## config.mk

```make
export PLATFORM = sky130hd
export DESIGN_NAME = win_alert_top
export DESIGN_NICKNAME = d
export VERILOG_FILES = /design/src/rtl/win_alert_pkg.sv /design/src/rtl/win_cmp_path.sv /design/src/rtl/win_flag_bank.sv /design/src/rtl/win_alert_top.sv
export SDC_FILE = /design/constraint.sdc
export NUM_CORES = 1
export LEC_CHECK = 0
export ABC_AREA = 0
export BUFFER_PORTS_ARGS = -buffer_cell sky130_fd_sc_hd__buf_2
export CORE_ASPECT_RATIO = 0.6
export CORE_MARGIN = 3
export CORE_UTILIZATION = 28
export CTS_CLUSTER_DIAMETER = 100
export DETAILED_ROUTE_END_ITERATION = 8
export PLACE_DENSITY_LB_ADDON = 0.15
export SYNTH_ARGS = -nofsm -noshare
export SYNTH_HDL_FRONTEND = slang
export SYNTH_HIERARCHICAL = 1
export SYNTH_SLANG_ARGS = --single-unit
```

## constraint.sdc

```tcl
create_clock -name clk -period 11.2 [get_ports clk]
set_input_delay 0.56 -clock clk [delete_from_list [all_inputs] [get_ports clk]]
set_output_delay 0.56 -clock clk [all_outputs]
set_load 0.02 [all_outputs]
```

## src/rtl/win_alert_pkg.sv

```systemverilog
package win_alert_pkg;

  // Bank selector carried by a clear write
  typedef enum logic {
    BANK_LO = 1'b0,
    BANK_HI = 1'b1
  } flag_bank_e;

endpackage

```

## src/rtl/win_cmp_path.sv

```systemverilog
// One comparator direction of one channel, with its debounce counter.
module win_cmp_path #(
  parameter int DW        = 12,
  parameter int CW        = 8,
  parameter bit HIGH_SIDE = 1'b1
) (
  input  logic          clk,
  input  logic          rst,
  input  logic          upd,
  input  logic [DW-1:0] data,
  input  logic [DW-1:0] thr,
  input  logic [DW-1:0] hyst,
  input  logic [CW-1:0] max_evt,
  output logic          cmp_q,
  output logic          fire
);

  // threshold minus hysteresis, clamped at zero
  function automatic logic [DW-1:0] floor_sub(input logic [DW-1:0] a, input logic [DW-1:0] b);
    return (a < b) ? '0 : a - b;
  endfunction

  // threshold plus hysteresis, clamped at full scale
  function automatic logic [DW-1:0] ceil_add(input logic [DW-1:0] a, input logic [DW-1:0] b);
    logic [DW:0] s;
    s = {1'b0, a} + {1'b0, b};
    return s[DW] ? {DW{1'b1}} : s[DW-1:0];
  endfunction

  logic          trip;
  logic          release_hit;
  logic          cmp_nxt;
  logic [CW-1:0] cnt_q;

  generate
    if (HIGH_SIDE) begin : g_high
      always_comb begin
        trip        = data > thr;
        release_hit = data < floor_sub(thr, hyst);
      end
    end else begin : g_low
      always_comb begin
        trip        = data < thr;
        release_hit = data > ceil_add(thr, hyst);
      end
    end
  endgenerate

  always_comb begin
    if (trip)             cmp_nxt = 1'b1;
    else if (release_hit) cmp_nxt = 1'b0;
    else                  cmp_nxt = cmp_q;
  end

  assign fire = upd && cmp_nxt && (cnt_q >= max_evt);

  always_ff @(posedge clk) begin
    if (rst) begin
      cmp_q <= 1'b0;
      cnt_q <= '0;
    end else if (upd) begin
      cmp_q <= cmp_nxt;
      if (!cmp_nxt)              cnt_q <= '0;
      else if (cnt_q < max_evt)  cnt_q <= cnt_q + 1'b1;
    end
  end

endmodule

```

## src/rtl/win_flag_bank.sv

```systemverilog
// Sticky flags: hardware set, software write-one-to-clear, set wins.
module win_flag_bank #(
  parameter int NUM_CH = 2
) (
  input  logic              clk,
  input  logic              rst,
  input  logic [NUM_CH-1:0] set_vec,
  input  logic [NUM_CH-1:0] clr_vec,
  output logic [NUM_CH-1:0] flag_q
);

  always_ff @(posedge clk) begin
    if (rst) flag_q <= '0;
    else     flag_q <= (flag_q & ~clr_vec) | set_vec;
  end

endmodule

```

## src/rtl/win_alert_top.sv

```systemverilog
module win_alert_top
  import win_alert_pkg::*;
#(
  parameter int NUM_CH = 2,
  parameter int DW     = 12,
  parameter int CW     = 8,
  parameter int CHW    = (NUM_CH > 1) ? $clog2(NUM_CH) : 1
) (
  input  logic                 clk,
  input  logic                 rst,
  input  logic                 cfg_blk_en,
  input  logic [NUM_CH-1:0]    cfg_ch_en,
  input  logic [NUM_CH*DW-1:0] cfg_hi_thr,
  input  logic [NUM_CH*DW-1:0] cfg_lo_thr,
  input  logic [NUM_CH*DW-1:0] cfg_hyst,
  input  logic [CW-1:0]        cfg_max_evt,
  input  logic                 cnv_valid,
  input  logic [CHW-1:0]       cnv_ch,
  input  logic [DW-1:0]        cnv_data,
  input  logic                 clr_wr,
  input  logic                 clr_sel,
  input  logic [NUM_CH-1:0]    clr_data,
  output logic [NUM_CH-1:0]    flag_hi,
  output logic [NUM_CH-1:0]    flag_lo,
  output logic                 alert
);

  // internal events, named for the checker
  logic [NUM_CH-1:0] upd_ch;
  logic [NUM_CH-1:0] set_hi;
  logic [NUM_CH-1:0] set_lo;
  logic [NUM_CH-1:0] cmp_hi;
  logic [NUM_CH-1:0] cmp_lo;
  logic [NUM_CH-1:0] clr_hi_vec;
  logic [NUM_CH-1:0] clr_lo_vec;

  genvar gi;
  generate
    for (gi = 0; gi < NUM_CH; gi++) begin : g_ch
      assign upd_ch[gi] = cnv_valid && cfg_blk_en && cfg_ch_en[gi] && (cnv_ch == CHW'(gi));

      win_cmp_path #(.DW(DW), .CW(CW), .HIGH_SIDE(1'b1)) u_hi (
        .clk     (clk),
        .rst     (rst),
        .upd     (upd_ch[gi]),
        .data    (cnv_data),
        .thr     (cfg_hi_thr[gi*DW +: DW]),
        .hyst    (cfg_hyst[gi*DW +: DW]),
        .max_evt (cfg_max_evt),
        .cmp_q   (cmp_hi[gi]),
        .fire    (set_hi[gi])
      );

      win_cmp_path #(.DW(DW), .CW(CW), .HIGH_SIDE(1'b0)) u_lo (
        .clk     (clk),
        .rst     (rst),
        .upd     (upd_ch[gi]),
        .data    (cnv_data),
        .thr     (cfg_lo_thr[gi*DW +: DW]),
        .hyst    (cfg_hyst[gi*DW +: DW]),
        .max_evt (cfg_max_evt),
        .cmp_q   (cmp_lo[gi]),
        .fire    (set_lo[gi])
      );
    end
  endgenerate

  assign clr_hi_vec = (clr_wr && (flag_bank_e'(clr_sel) == BANK_HI)) ? clr_data : '0;
  assign clr_lo_vec = (clr_wr && (flag_bank_e'(clr_sel) == BANK_LO)) ? clr_data : '0;

  win_flag_bank #(.NUM_CH(NUM_CH)) u_bank_hi (
    .clk     (clk),
    .rst     (rst),
    .set_vec (set_hi),
    .clr_vec (clr_hi_vec),
    .flag_q  (flag_hi)
  );

  win_flag_bank #(.NUM_CH(NUM_CH)) u_bank_lo (
    .clk     (clk),
    .rst     (rst),
    .set_vec (set_lo),
    .clr_vec (clr_lo_vec),
    .flag_q  (flag_lo)
  );

  assign alert = cfg_blk_en && (|((flag_hi | flag_lo) & cfg_ch_en));

endmodule

```

Yosys cells after proc, flatten, opt, wreduce, memory -nomap -nowiden --
Cells that the tools add are included.
Storage, ports and cells: register bits after elaboration 40, latch bits 0, RAM bits 0, memory bits (read-only) 0, bits of input ports 103, output and inout bits 5, logic and storage cells 93, memories 0
Cells by class: $add $sub $neg 8, $mul 0, divide/modulo/power cells 0, order comparisons 18, equal/unequal tests 4, shift operators 0, multiplexer cells 22, bitwise logic cells 10, reductions and logical operators 21
Operator list (count):
- $lt A12 B12 Y1 | 6
- $mux W8 | 8
- $gt A12 B12 Y1 | 4
- $mux W12 | 4
- $add A8 B1 Y8 const B | 4
- $ge A8 B8 Y1 | 4
- $lt A8 B8 Y1 | 4
- $add A12 B12 Y13 | 2
- $sub A12 B12 Y12 | 2
- $logic_and A1 B1 Y1 | 16
- $mux W1 | 8
- $ne A2 B2 Y1 const B | 4
- $reduce_and A2 Y1 | 4
- $and A2 B2 Y2 | 3
- $or A2 B2 Y2 | 3
- $mux W2 | 2
- $not A2 Y2 | 2
- $not A1 Y1 | 2
- $reduce_or A2 Y1 | 1

Longest topological paths before layout --
Gate-level depths: netlist (run 1).
word-level depth 8, gate-level depth with buffers 20, depth with buffers taken out 18

Modules after synthesis --
Netlist (run 1), hierarchy kept.
By module, submodules not included:
- win_cmp_path (g_ch[0].u_hi) | instances 1, cells an instance 251, area an instance 1875.5 um^2, sequential area each 180.2 um^2
- win_cmp_path (g_ch[1].u_hi) | instances 1, cells an instance 251, area an instance 1869.3 um^2, sequential area each 180.2 um^2
- win_cmp_path (g_ch[0].u_lo) | instances 1, cells an instance 231, area an instance 1795.5 um^2, sequential area each 180.2 um^2
- win_cmp_path (g_ch[1].u_lo) | instances 1, cells an instance 239, area an instance 1795.5 um^2, sequential area each 180.2 um^2
- win_flag_bank | instances 2, cells an instance 8, area an instance 70.1 um^2, sequential area each 40.0 um^2
- win_alert_top | instances 1, cells an instance 9, area an instance 67.6 um^2, sequential area each 0.0 um^2

Least setup slack after synthesis (run 1) --
No wires, ideal clock.
kind input to register, start input port cfg_lo_thr[0], end register g_ch[0].u_lo.cnt_q[4], library setup time 0.079 ns, arrival 4.326 ns, required time 11.121 ns, slack 6.795 ns, stages on the path 18, buffers on the path 2, cell sequence ha_1 -> fa_1 -> a21o_1 -> a21oi_1 -> nor2b_1 -> o31a_1 -> nor3_1 -> o21ai_1 -> clkbuf_1 -> nor2_1 -> ha_1 -> a21o_1 -> a221o_1 -> a2111oi_2 -> a311oi_1 -> buf_2 -> or4_1 -> o211ai_1
Between the ends: cells in the longest elaborated chain, start to end 7, elaborated cells on any way between the ends 9, those cells by class add/sub (1); order compare (2); eq/ne (1); mux (4); reduce/logical (1)
RTL lines:
- start: declaration | RTL line win_alert_top.sv:14 | input logic [NUM_CH*DW-1:0] cfg_lo_thr,
- $add A12 B12 Y13 | RTL line win_cmp_path.sv:26 | s = {1'b0, a} + {1'b0, b};
- $mux W12 | RTL line win_cmp_path.sv:27 | return s[DW] ? {DW{1'b1}} : s[DW-1:0];
- $gt A12 B12 Y1 | RTL line win_cmp_path.sv:44 | release_hit = data > ceil_add(thr, hyst);
- $mux W1 | RTL line win_cmp_path.sv:51 | else if (release_hit) cmp_nxt = 1'b0;
- $mux W1 * | RTL line win_cmp_path.sv:50 | if (trip) cmp_nxt = 1'b1;
- $ne A2 B2 Y1 (no line)
- $reduce_and A2 Y1 (no line)
- end signal: assignment | RTL line win_cmp_path.sv:64 | else if (cnt_q < max_evt) cnt_q <= cnt_q + 1'b1;
- end: declaration | RTL line win_cmp_path.sv:33 | logic [CW-1:0] cnt_q;
Every way passes the cells marked *; elsewhere a longest branch is shown, timed or not. A chain may end at the register's enable or synchronous reset.

Worst setup path after layout (run 1) --
start input port cfg_lo_thr[0], end register g_ch[0].u_lo.cnt_q[3]
Same word-level chain as after synthesis.

==> impl_metrics.py, run 1 <==
metrics = {
    "clock_network": {
        "cts_tree": "yes",
        "cts_resized": 0,
        "cts-root-buf": "sky130_fd_sc_hd__clkbuf_16",
        "cts_htree_levels": 2,
        "clkSlewWorstSetupHoldPaths_ns": 0.06,
        "clk_latency_ns": 0.29,
        "cts_hold_buffers": 0,
        "cts_sinks": 40,
        "cts.repair_timing.setup_buffer_count": 0,
        "cts-root-to-sink-buffers": 2,
        "cts_made_buffers": 5,
    },
    "worst_setup_path": {
        "rrSetupSlack_ns": 8.62,
        "critical_path_class": "in -> reg",
        "cp_data_arrival_time_ns": 4.80,
        "crit_path_start_kind": "input pin",
        "timing.critical_path.to_type": "register",
        "timing.critical_path.required_ns": 11.41,
        "timing.critical_path.fanout_max": 11,
    },
    "power": {
        "cellPowerDensity_nw_per_um2": 70.7,
        "worst_ir_drop_vdd_v": 0.0000465,
        "leakage_nw": 4.01,
    },
    "sta": {
        "final_hold_slack_ns": 0.494,
        "maxSlewHeadroom": 0.525,
        "slew_viol_final": 0,
        "setup_viol_count_final": 0,
        "finalWorstPathRequiredPeriod_ns": 4.59,
        "total_negative_slack_for_setup_checks_ns": 0,
        "hold_fails_final_rpt": 0,
        "worst-slew-pin-transition_ns": 0.711,
        "fin_clk_skew_ns": 0.00312,
        "setup_repair_after_global_routing_missed_its_margin": "false",
        "fmaxAchievable_mhz": 218,
        "final_min_period_over_clock_period": 0.410,
    },
    "yosys": {
        "synthesis.area_per_instance_um2": 7.57,
        "synth.net_count": 1280,
        "yosysWarningCount": 6,
        "yosysTopAreaCellShare": 0.292,
        "post_synth_instance_area_um2": 7540,
        "number_of_synthesized_flops_with_an_enable_pin": 0,
        "ys_async_sr_fraction": 0,
        "primary_flip_flop_cell_chosen_by_synthesis_mapping": "sky130_fd_sc_hd__dfxtp_1",
        "synth_seq_cells": 40,
        "synth.lib_cells_used.distinct": 80,
        "ys_seq_area_frac": 0.106,
        "syn-instance-count": 997,
        "yosys-top-cells-area": "sky130_fd_sc_hd__ha_1 29%, sky130_fd_sc_hd__dfxtp_1 11%, sky130_fd_sc_hd__inv_1 6.2%",
        "synth_top_area_cell": "sky130_fd_sc_hd__ha_1",
    },
    "global_routing": {
        "grt_antenna_before_repair": 1,
        "grt_util_all_layers": 0.156,
        "overflow": 0,
        "first_global_vias": 6785,
        "first_pass_grt_wire_length_um": 37000,
        "grt_start_max_net_pins": 30,
    },
    "flow_run": {
        "max_cap_violations": 0,
    },
    "floorplanning": {
        "initial_utilization": 0.291,
        "die_w_um": 218,
        "pin_count": 108,
        "design.die.area_um2": 29000,
        "placeableCoreArea_um2": 25900,
        "die_h_um": 133,
        "std_cell_rows": 45,
    },
    "placed_design": {
        "detailed_placement_hpwl_um": 19300,
        "globalplace.congestion": 0.843,
        "dpl_cell_area_um2": 8480,
        "place_inst": 1446,
        "place.port_buffers": 107,
    },
    "final_layout": {
        "layout_common_cells": "176 x sky130_fd_sc_hd__ha_1, 125 x sky130_fd_sc_hd__inv_1, 107 x sky130_fd_sc_hd__buf_2, 77 x sky130_fd_sc_hd__nor2_1, 68 x sky130_fd_sc_hd__a21oi_1",
        "post-route-util": 0.333,
        "multi_input_area_um2": 6220,
        "most_common_library_cell_in_the_layout_ignoring_fill_and_taps": "sky130_fd_sc_hd__ha_1",
        "regArea_um2": 801,
        "post-route-cell-area_um2": 8630,
        "design.final.nets": 1384,
        "layoutNonFillerInstCount": 1454,
        "areaGrowthSynthToFinish_pct": 14.4,
        "fillerInstances": 2793,
        "n_antenna_cell": 0,
        "drive_above_1_share": 0.134,
    },
    "routing": {
        "dr.pass1.iters": 5,
        "detail_route.vias_per_cell": 5.09,
        "initialDrtViolationCount": 468,
        "routedWlPerCell_um": 15.8,
        "vias": 7398,
        "wirelength_um": 23000,
        "drtAntennaViolNets": 0,
        "post-route-drc-count": 0,
    },
    "min_path": {
        "min-delay-path-class": "reg -> reg",
    },
    "run_status": {
        "status": "completed",
    },
}
[power breakdown]
part           internal, mW  switching (mW)
Combinational         0.131           0.183
Sequential            0.143         0.00139
Clock                0.0889          0.0624
[metrics by stage]
| step | power (mW) | setup WS (ns) |
|---|---|---|
| after floorplan | 0.364 | 6.80 |
| after global placement | 0.462 | 6.45 |
| after detailed placement | 0.460 | 6.28 |
| after CTS | 0.614 | 6.57 |
| after global routing | 0.665 | 6.23 |
| final | 0.610 | 6.61 |
[cell usage after synthesis, types with 6 or more instances]
cell type and number:
sky130_fd_sc_hd__o211ai_1 19, sky130_fd_sc_hd__o22ai_1 6, sky130_fd_sc_hd__a211o_1 7, sky130_fd_sc_hd__nor2_1 77, sky130_fd_sc_hd__nor3_1 36, sky130_fd_sc_hd__nand2b_1 19
sky130_fd_sc_hd__o21a_1 12, sky130_fd_sc_hd__nor2b_1 18, sky130_fd_sc_hd__or2_2 11, sky130_fd_sc_hd__a211oi_1 10, sky130_fd_sc_hd__nor4_1 12, sky130_fd_sc_hd__or3_1 14
sky130_fd_sc_hd__o21bai_1 6, sky130_fd_sc_hd__ha_1 176, sky130_fd_sc_hd__clkbuf_1 6, sky130_fd_sc_hd__nand3_1 32, sky130_fd_sc_hd__o21ai_1 11, sky130_fd_sc_hd__a21boi_0 9
sky130_fd_sc_hd__o21ai_0 43, sky130_fd_sc_hd__xnor2_1 21, sky130_fd_sc_hd__o31ai_1 8, sky130_fd_sc_hd__o311ai_0 7, sky130_fd_sc_hd__xor2_1 6, sky130_fd_sc_hd__a21o_1 12
sky130_fd_sc_hd__nand4_1 28, sky130_fd_sc_hd__dfxtp_1 40, sky130_fd_sc_hd__and3_1 7, sky130_fd_sc_hd__inv_1 125, sky130_fd_sc_hd__nand2_1 59, sky130_fd_sc_hd__a21oi_1 68
[routing by layer]
metal  share of wire  vias up  GRT usage
met5               0        -          0
li1                -     3887          -
met2            0.38      128      0.218
met4          0.0076        0     0.0188
met3           0.042       10     0.0166
met1            0.57     3373      0.257
[cells by family (layout without fill, tap and decap cells)]
kind of cell	after synthesis	count (layout)	synth area share
buf+inv	137	242	0.0688
mux	5	5	0.00680
compound gates	265	265	0.247
simple gates	343	343	0.237
flops	40	40	0.106
fa+ha+maj	180	180	0.303
xor+xnor	27	27	0.0313
[worst max-delay path: stages]
cell and delay (ns):
sky130_fd_sc_hd__buf_2 0.10, sky130_fd_sc_hd__ha_1 0.22, sky130_fd_sc_hd__fa_1 0.40, sky130_fd_sc_hd__a21o_1 0.18, sky130_fd_sc_hd__a21oi_1 0.21, sky130_fd_sc_hd__nor2b_1 0.11, sky130_fd_sc_hd__o31a_1 0.25, sky130_fd_sc_hd__nor3_1 0.23
sky130_fd_sc_hd__o21ai_1 0.29, sky130_fd_sc_hd__nor4_1 0.41, sky130_fd_sc_hd__ha_1 0.31, sky130_fd_sc_hd__and4_1 0.23, sky130_fd_sc_hd__nand4_1 0.13, sky130_fd_sc_hd__a21oi_1 0.07, sky130_fd_sc_hd__a2111oi_2 0.21, sky130_fd_sc_hd__a311oi_1 0.07
sky130_fd_sc_hd__buf_4 0.21, sky130_fd_sc_hd__or4_1 0.50, sky130_fd_sc_hd__o211ai_1 0.10
[final timing paths]
kind | to | cells after the start | from
worst max-delay path | g_ch[0].u_lo/cnt_q[3]$_SDFFE_PP0P_ | 19 | cfg_lo_thr[0]
worst min-delay path | u_bank_lo/flag_q[1]$_SDFF_PP0_ | 2 | u_bank_lo/flag_q[1]$_SDFF_PP0_
worst max register to register | g_ch[0].u_lo/cnt_q[5]$_SDFFE_PP0P_ | 8 | g_ch[0].u_lo/cnt_q[1]$_SDFFE_PP0P_
worst min register to register | u_bank_lo/flag_q[1]$_SDFF_PP0_ | 2 | u_bank_lo/flag_q[1]$_SDFF_PP0_
[cell type report]
cell class,instances,share of cell area
tap,352,0.0510
multi-input combinational,820,0.721
sequential,40,0.0928
clock inverter,1,0.000870
inverter,126,0.0548
timing repair buffer,108,0.0629
clock buffer,7,0.0165
[registers in the layout (all words and copies together) (netlist names)]
| register | flops |
|---|---|
| g_ch.u_hi/cmp_q | 2 |
| u_bank_hi/flag_q | 2 |
| g_ch.u_lo/cmp_q | 2 |
| g_ch.u_hi/cnt_q | 16 |
| u_bank_lo/flag_q | 2 |
| g_ch.u_lo/cnt_q | 16 |
(Power assumes the default switching activity.)
==> run 2, diff against run 1 <==
Clock period 11.2 ns to 4.4 ns, I/O delays scaled along.
==> run 2 against run 1 <==
  * Clock-buffer cell count decreased by 1
  * Flip-flop and latch count unchanged
  * Total power rose to 2.5 times the previous value
  * Critical path type unchanged
  * Critical endpoint is now g_ch[0].u_lo/cnt_q[4]$_SDFFE_PP0P_
  * Largest cell class unchanged
==> impl_metrics.py, run 2 (synthesized netlist as in run 1, its figures left out) <==
metrics = {
    "run_status": {
        "status": "completed",
    },
    "flow_run": {
        "max_cap_violations": 0,
    },
    "clock_network": {
        "cts-root-buf": "sky130_fd_sc_hd__clkbuf_16",
        "clk_latency_ns": 0.29,
        "cts_tree": "yes",
        "cts-root-to-sink-buffers": 2,
        "cts_made_buffers": 5,
        "cts_resized": 0,
        "cts_sinks": 40,
        "cts_htree_levels": 2,
        "cts_hold_buffers": 0,
        "cts.repair_timing.setup_buffer_count": 0,
        "clkSlewWorstSetupHoldPaths_ns": 0.06,
    },
    "floorplanning": {
        "die_h_um": 133,
        "pin_count": 108,
        "std_cell_rows": 45,
        "initial_utilization": 0.291,
        "design.die.area_um2": 29000,
        "placeableCoreArea_um2": 25900,
        "die_w_um": 218,
    },
    "power": {
        "worst_ir_drop_vdd_v": 0.000121,
        "cellPowerDensity_nw_per_um2": 177,
        "leakage_nw": 4.05,
    },
    "worst_setup_path": {
        "timing.critical_path.to_type": "register",
        "timing.critical_path.slowest_cell_delay_ns": 0.50,
        "timing.critical_path.required_ns": 4.61,
        "cell_class_contributing_the_biggest_share_of_worst_path_delay": "compound AO/OA/AOI/OAI gates",
        "crit_path_start_kind": "input pin",
        "worst_path_max_delay_cell": "sky130_fd_sc_hd__or4_1",
        "cp_data_arrival_time_ns": 4.33,
        "timing.critical_path.fanout_max": 11,
        "crit_buf_inv": 2,
        "critical_path_class": "in -> reg",
        "ordered_cell_list_for_the_critical_path": "buf_2, ha_1, fa_1, a21o_1, a21oi_1, nor2b_1, o31a_1, nor3_1, o21ai_2, nor2_1, ha_1, a21o_1, a221o_1, a2111oi_2, a311oi_1, buf_4, or4_1, o211ai_1",
    },
    "final_layout": {
        "drive_above_1_share": 0.142,
        "multi_input_area_um2": 6230,
        "layout_top_registers": "g_ch.u_hi/cnt_q x16, g_ch.u_lo/cnt_q x16",
        "regArea_um2": 801,
        "areaGrowthSynthToFinish_pct": 15.2,
        "fillerInstances": 2830,
        "n_antenna_cell": 0,
        "layoutNonFillerInstCount": 1462,
        "design.final.nets": 1393,
        "post-route-util": 0.336,
        "most_common_library_cell_in_the_layout_ignoring_fill_and_taps": "sky130_fd_sc_hd__ha_1",
        "post-route-cell-area_um2": 8690,
        "layout_common_cells": "176 x sky130_fd_sc_hd__ha_1, 125 x sky130_fd_sc_hd__inv_1, 107 x sky130_fd_sc_hd__buf_2, 77 x sky130_fd_sc_hd__nor2_1, 68 x sky130_fd_sc_hd__a21oi_1",
    },
    "placed_design": {
        "place_inst": 1455,
        "globalplace.congestion": 0.816,
        "detailed_placement_hpwl_um": 19700,
        "dpl_cell_area_um2": 8550,
        "place.port_buffers": 107,
    },
    "routing": {
        "initialDrtViolationCount": 472,
        "detail_route.vias_per_cell": 5.05,
        "dr.pass1.iters": 5,
        "post-route-drc-count": 0,
        "vias": 7383,
        "drtAntennaViolNets": 0,
        "routedWlPerCell_um": 16.0,
        "wirelength_um": 23300,
    },
    "sta": {
        "setup_viol_count_final": 0,
        "fmaxAchievable_mhz": 242,
        "worst-slew-pin-transition_ns": 0.661,
        "final_hold_slack_ns": 0.355,
        "slew_viol_final": 0,
        "final_min_period_over_clock_period": 0.937,
        "finalWorstPathRequiredPeriod_ns": 4.12,
        "hold_fails_final_rpt": 0,
        "setup_repair_after_global_routing_missed_its_margin": "false",
        "fin_clk_skew_ns": 0.00550,
        "maxSlewHeadroom": 0.548,
    },
    "global_routing": {
        "grt_util_all_layers": 0.160,
        "overflow": 0,
        "met2_usage": 0.228,
        "grt_start_max_net_pins": 30,
        "peak_usage_layer_in_the_global_routing_report": "met1",
        "grt_use_met1": 0.261,
        "grt_antenna_before_repair": 0,
        "first_global_vias": 6993,
        "grtUsageMet3": 0.0185,
        "first_pass_grt_wire_length_um": 37900,
    },
    "min_path": {
        "min-delay-path-class": "in -> reg",
    },
}
[run 2: cell types whose count changed in the layout (fill, tap and decap cells not counted)]
cell / before / now
sky130_fd_sc_hd__buf_4: 1 / 10
sky130_fd_sc_hd__clkbuf_8: 1 / 0
sky130_fd_sc_hd__clkinv_2: 0 / 1
sky130_fd_sc_hd__clkinvlp_4: 1 / 0
sky130_fd_sc_hd__nor4_1: 12 / 11
sky130_fd_sc_hd__nor4_2: 0 / 1
sky130_fd_sc_hd__o21ai_1: 11 / 10
sky130_fd_sc_hd__o21ai_2: 2 / 3
[run 2: per-layer routing]
metal	routed length (um)	part of all wire
met1	13300	0.57
met2	9000	0.39
met3	1000	0.043
met4	62	0.0027
met5	0	0
[run 2: through the flow]
step / setup TNS, ns / worst slack (ns) / total power [mW]
detailed placement: -0.105 / -0.0567 / 1.18
global route: 0 / 0.0252 / 1.68
global placement: 0 / 0.0578 / 1.19
CTS: 0 / 0.243 / 1.55
floorplan: 0 / 0.335 / 0.926
finish: 0 / 0.275 / 1.54
[run 2: layout make-up]
class                           count  share of cell area
Multi-Input combinational cell    820               0.717
Sequential cell                    40              0.0921
Timing Repair Buffer              117              0.0702
Inverter                          126              0.0544
Tap cell                          352              0.0507
Clock buffer                        6              0.0148
Clock inverter                      1            0.000576
[run 2: path summary, 6_finish.rpt]
kind,cells past startpoint,slack [ns],endpoint,from
worst min-delay path,4,0.36,u_bank_hi/flag_q[1]$_SDFF_PP0_,clr_data[1]
worst min register to register,2,0.50,u_bank_lo/flag_q[1]$_SDFF_PP0_,u_bank_lo/flag_q[1]$_SDFF_PP0_
worst max-delay path,18,0.28,g_ch[0].u_lo/cnt_q[4]$_SDFFE_PP0P_,cfg_lo_thr[0]
worst max register to register,8,1.79,g_ch[0].u_lo/cnt_q[5]$_SDFFE_PP0P_,g_ch[0].u_lo/cnt_q[1]$_SDFFE_PP0P_
[run 2: power by group]
part,internal [mW],switching (mW)
clock network,0.206,0.150
logic,0.343,0.473
registers,0.365,0.00364
[run 2: worst register-to-register path, cell delays in order (launching register included)]
cell                       delay [ns]
sky130_fd_sc_hd__dfxtp_1         0.45
sky130_fd_sc_hd__ha_1            0.30
sky130_fd_sc_hd__nor2b_4         0.13
sky130_fd_sc_hd__o211ai_2        0.12
sky130_fd_sc_hd__a21oi_1         0.10
sky130_fd_sc_hd__or4b_1          0.65
sky130_fd_sc_hd__or4_1           0.44
sky130_fd_sc_hd__a211oi_1        0.26
sky130_fd_sc_hd__a21o_1          0.11
==> run 3, diff against run 2 <==
Settings changed: ABC_AREA 0 to 1.
==> run 3 against run 2 <==
  * Sequential power about the same
  * Critical path depth is 1 lower
  * Non-clock buffer count down 9
  * Flip-flop and latch count is the same
  * Die area rose by 2.0%
  * Worst hold slack got worse by 0.039 ns
  * Routed wire length up 3.2%
  * Synthesized area up 2.1%
  * Clock power grew 9.3%
  * Sequential share of layout area down 0.12 points
  * Register-to-register slack improved by 0.59 ns
  * Clock-buffer cell count did not move
  * Critical endpoint is now u_bank_lo/flag_q[0]$_SDFF_PP0_
  * Largest power group unchanged
  * Highest routed layer unchanged
==> impl_metrics.py, run 3 <==
metrics = {
    "floorplanning": {
        "die_w_um": 220,
        "design.die.area_um2": 29600,
        "pin_count": 108,
        "placeableCoreArea_um2": 26800,
        "std_cell_rows": 46,
        "die_h_um": 134,
        "initial_utilization": 0.288,
    },
    "worst_setup_path": {
        "timing.critical_path.fanout_max": 12,
        "worstReg2RegStart": "g_ch[1].u_lo/cnt_q[3]$_SDFFE_PP0P_",
        "r2r_end": "g_ch[1].u_lo/cnt_q[0]$_SDFFE_PP0P_",
        "crit_path_start_kind": "input pin",
        "critical_path_class": "in -> reg",
        "cp_data_arrival_time_ns": 3.30,
        "timing.critical_path.required_ns": 4.61,
        "setup_crit_start": "cfg_lo_thr[9]",
        "rrSetupSlack_ns": 2.38,
        "reg2reg_depth": 10,
        "endpoint": "u_bank_lo/flag_q[0]$_SDFF_PP0_",
        "timing.critical_path.to_type": "register",
    },
    "global_routing": {
        "first_global_vias": 6886,
        "first_pass_grt_wire_length_um": 38100,
        "overflow": 0,
        "grt_antenna_before_repair": 0,
        "grt_util_all_layers": 0.163,
        "grt_start_max_net_pins": 41,
    },
    "yosys": {
        "synth.lib_cells_used.distinct": 41,
        "syn-instance-count": 1142,
        "synth.net_count": 1425,
        "yosys-top-cells-area": "sky130_fd_sc_hd__ha_1 29%, sky130_fd_sc_hd__nand2_1 10%, sky130_fd_sc_hd__dfxtp_1 10%",
        "ys_async_sr_fraction": 0,
        "yosysWarningCount": 6,
        "ys_seq_area_frac": 0.104,
        "synth_seq_cells": 40,
        "synth_top_cells_by_count": "214 x sky130_fd_sc_hd__nand2_1, 209 x sky130_fd_sc_hd__inv_1, 176 x sky130_fd_sc_hd__ha_1",
        "synthesis.area_per_instance_um2": 6.74,
        "primary_flip_flop_cell_chosen_by_synthesis_mapping": "sky130_fd_sc_hd__dfxtp_1",
        "yosys.cell_count.top_type": "sky130_fd_sc_hd__nand2_1",
        "synth_top_area_cell": "sky130_fd_sc_hd__ha_1",
        "post_synth_instance_area_um2": 7700,
        "yosysTopAreaCellShare": 0.286,
        "number_of_synthesized_flops_with_an_enable_pin": 0,
    },
    "clock_network": {
        "cts-root-buf": "sky130_fd_sc_hd__clkbuf_16",
        "cts_hold_buffers": 0,
        "cts-root-to-sink-buffers": 2,
        "cts_resized": 0,
        "cts_htree_levels": 2,
        "clkSlewWorstSetupHoldPaths_ns": 0.07,
        "cts.repair_timing.setup_buffer_count": 0,
        "cts_sinks": 40,
        "cts_tree": "yes",
        "clk_latency_ns": 0.29,
        "cts_made_buffers": 5,
    },
    "sta": {
        "worst-slew-pin-transition_ns": 1.25,
        "slew_viol_final": 0,
        "fmaxAchievable_mhz": 324,
        "setup_repair_after_global_routing_missed_its_margin": "false",
        "final_min_period_over_clock_period": 0.702,
        "fin_clk_skew_ns": 0.00967,
        "maxSlewHeadroom": 0.165,
        "hold_fails_final_rpt": 0,
        "setup_viol_count_final": 0,
        "finalWorstPathRequiredPeriod_ns": 3.09,
        "total_negative_slack_for_setup_checks_ns": 0,
    },
    "routing": {
        "routedWlPerCell_um": 15.0,
        "initialDrtViolationCount": 427,
        "detail_route.vias_per_cell": 4.58,
        "wirelength_um": 24100,
        "vias": 7360,
        "post-route-drc-count": 0,
        "drtAntennaViolNets": 0,
        "dr.pass1.iters": 5,
    },
    "final_layout": {
        "layoutNonFillerInstCount": 1606,
        "areaGrowthSynthToFinish_pct": 14.3,
        "drive_above_1_share": 0.175,
        "fillerInstances": 3017,
        "post-route-util": 0.329,
        "design.final.nets": 1528,
        "layout_common_cells": "214 x sky130_fd_sc_hd__nand2_1, 209 x sky130_fd_sc_hd__inv_1, 176 x sky130_fd_sc_hd__ha_1, 119 x sky130_fd_sc_hd__a21oi_1, 107 x sky130_fd_sc_hd__buf_2",
        "n_antenna_cell": 0,
        "most_common_library_cell_in_the_layout_ignoring_fill_and_taps": "sky130_fd_sc_hd__nand2_1",
        "layout_top_registers": "g_ch.u_hi/cnt_q x16, g_ch.u_lo/cnt_q x16",
    },
    "flow_run": {
        "max_cap_violations": 0,
    },
    "placed_design": {
        "globalplace.congestion": 0.929,
        "place.port_buffers": 107,
        "detailed_placement_hpwl_um": 20400,
        "place_inst": 1598,
    },
    "power": {
        "cellPowerDensity_nw_per_um2": 180,
        "leakage_nw": 4.72,
        "worst_ir_drop_vdd_v": 0.000120,
    },
    "run_status": {
        "status": "completed",
    },
    "min_path": {
        "min-delay-path-class": "in -> reg",
    },
}
run 3: changes by cell type in the layout (fill, tap and decap cells not counted), moves of 15 or more:
| cell | delta |
|---|---|
| sky130_fd_sc_hd__nor2b_1 | -18 |
| sky130_fd_sc_hd__inv_1 | +84 |
| sky130_fd_sc_hd__a21oi_2 | +20 |
| sky130_fd_sc_hd__nand4_1 | +20 |
| sky130_fd_sc_hd__o211ai_1 | -15 |
| sky130_fd_sc_hd__nor3_1 | -26 |
| sky130_fd_sc_hd__o21ai_0 | -28 |
| sky130_fd_sc_hd__a21oi_1 | +51 |
| sky130_fd_sc_hd__nand2b_1 | -19 |
| sky130_fd_sc_hd__nand2_1 | +155 |
| sky130_fd_sc_hd__nor2_1 | -23 |
| sky130_fd_sc_hd__xor2_1 | +20 |
| sky130_fd_sc_hd__nand2_2 | +26 |
run 3: final cells by class:
class / instances / area [um^2] / area share
Tap cell: 360 / 450 / 0.0512
Timing Repair Buffer: 108 / 543 / 0.0617
Multi-Input combinational cell: 871 / 6030 / 0.685
Clock inverter: 2 / 15.0 / 0.00171
Clock buffer: 6 / 139 / 0.0158
Inverter: 219 / 822 / 0.0934
Sequential cell: 40 / 801 / 0.0910
run 3: worst min-delay path by stage:
| stage | endpoint | from | slack, ns | cells after the start |
|---|---|---|---|---|
| after global routing | u_bank_lo/flag_q[1]$_SDFF_PP0_ | clr_sel | 0.37 | 5 |
| after global placement | u_bank_hi/flag_q[0]$_SDFF_PP0_ | u_bank_hi/flag_q[0]$_SDFF_PP0_ | 0.47 | 2 |
| after floorplan | u_bank_hi/flag_q[0]$_SDFF_PP0_ | rst | 0.29 | 1 |
| after detailed placement | u_bank_hi/flag_q[0]$_SDFF_PP0_ | u_bank_hi/flag_q[0]$_SDFF_PP0_ | 0.47 | 2 |
| final | u_bank_lo/flag_q[0]$_SDFF_PP0_ | clr_sel | 0.32 | 5 |
| after CTS | u_bank_lo/flag_q[0]$_SDFF_PP0_ | clr_sel | 0.32 | 5 |
run 3: kinds of logic after synthesis:
kind of cell	Yosys count	share of synthesized area
AND/OR/NAND/NOR	456	0.289
buffers and inverters	231	0.113
AO/OA/AOI/OAI	191	0.147
adder cells (fa/ha/maj)	180	0.296
XOR/XNOR	44	0.0500
flip-flops	40	0.104
run 3: metal layers:
layer / GRT usage / vias to the layer above / share of wire
met5: 0 / - / 0
met4: 0.00965 / 0 / 0.0029
met3: 0.0236 / 6 / 0.039
met2: 0.220 / 118 / 0.37
met1: 0.274 / 3259 / 0.58
li1: - / 3977 / -
run 3: critical path: stages:
cell and delay [ns]:
sky130_fd_sc_hd__buf_2 0.11, sky130_fd_sc_hd__ha_1 0.41, sky130_fd_sc_hd__a21o_1 0.22, sky130_fd_sc_hd__a221oi_1 0.24, sky130_fd_sc_hd__nand3_1 0.39, sky130_fd_sc_hd__nor2_1 0.24
sky130_fd_sc_hd__ha_1 0.27, sky130_fd_sc_hd__a21o_2 0.19, sky130_fd_sc_hd__nor2_1 0.15, sky130_fd_sc_hd__nand3_1 0.10, sky130_fd_sc_hd__nand2_1 0.17, sky130_fd_sc_hd__nand2_2 0.09
sky130_fd_sc_hd__nand2_4 0.14, sky130_fd_sc_hd__nand2_1 0.09, sky130_fd_sc_hd__nor2_1 0.11, sky130_fd_sc_hd__inv_1 0.05, sky130_fd_sc_hd__a21oi_1 0.12
run 3: metrics by stage:
stage | hold WS, ns | setup slack, ns | power [mW] | area, um^2
floorplan | 0.289 | 1.52 | 0.949 | 7700
global placement | 0.471 | 1.03 | 1.20 | 8650
detailed placement | 0.472 | 1.04 | 1.20 | 8650
CTS | 0.323 | 1.34 | 1.60 | 8800
global route | 0.373 | 0.936 | 1.75 | 8800
finish | 0.316 | 1.31 | 1.58 | 8800
run 3: power breakdown:
group          switching [mW]  leakage, nW  internal (mW)
logic                   0.509         4.33          0.321
clock network           0.163       0.0691          0.226
registers             0.00171        0.322          0.364
total                   0.674         4.72          0.911
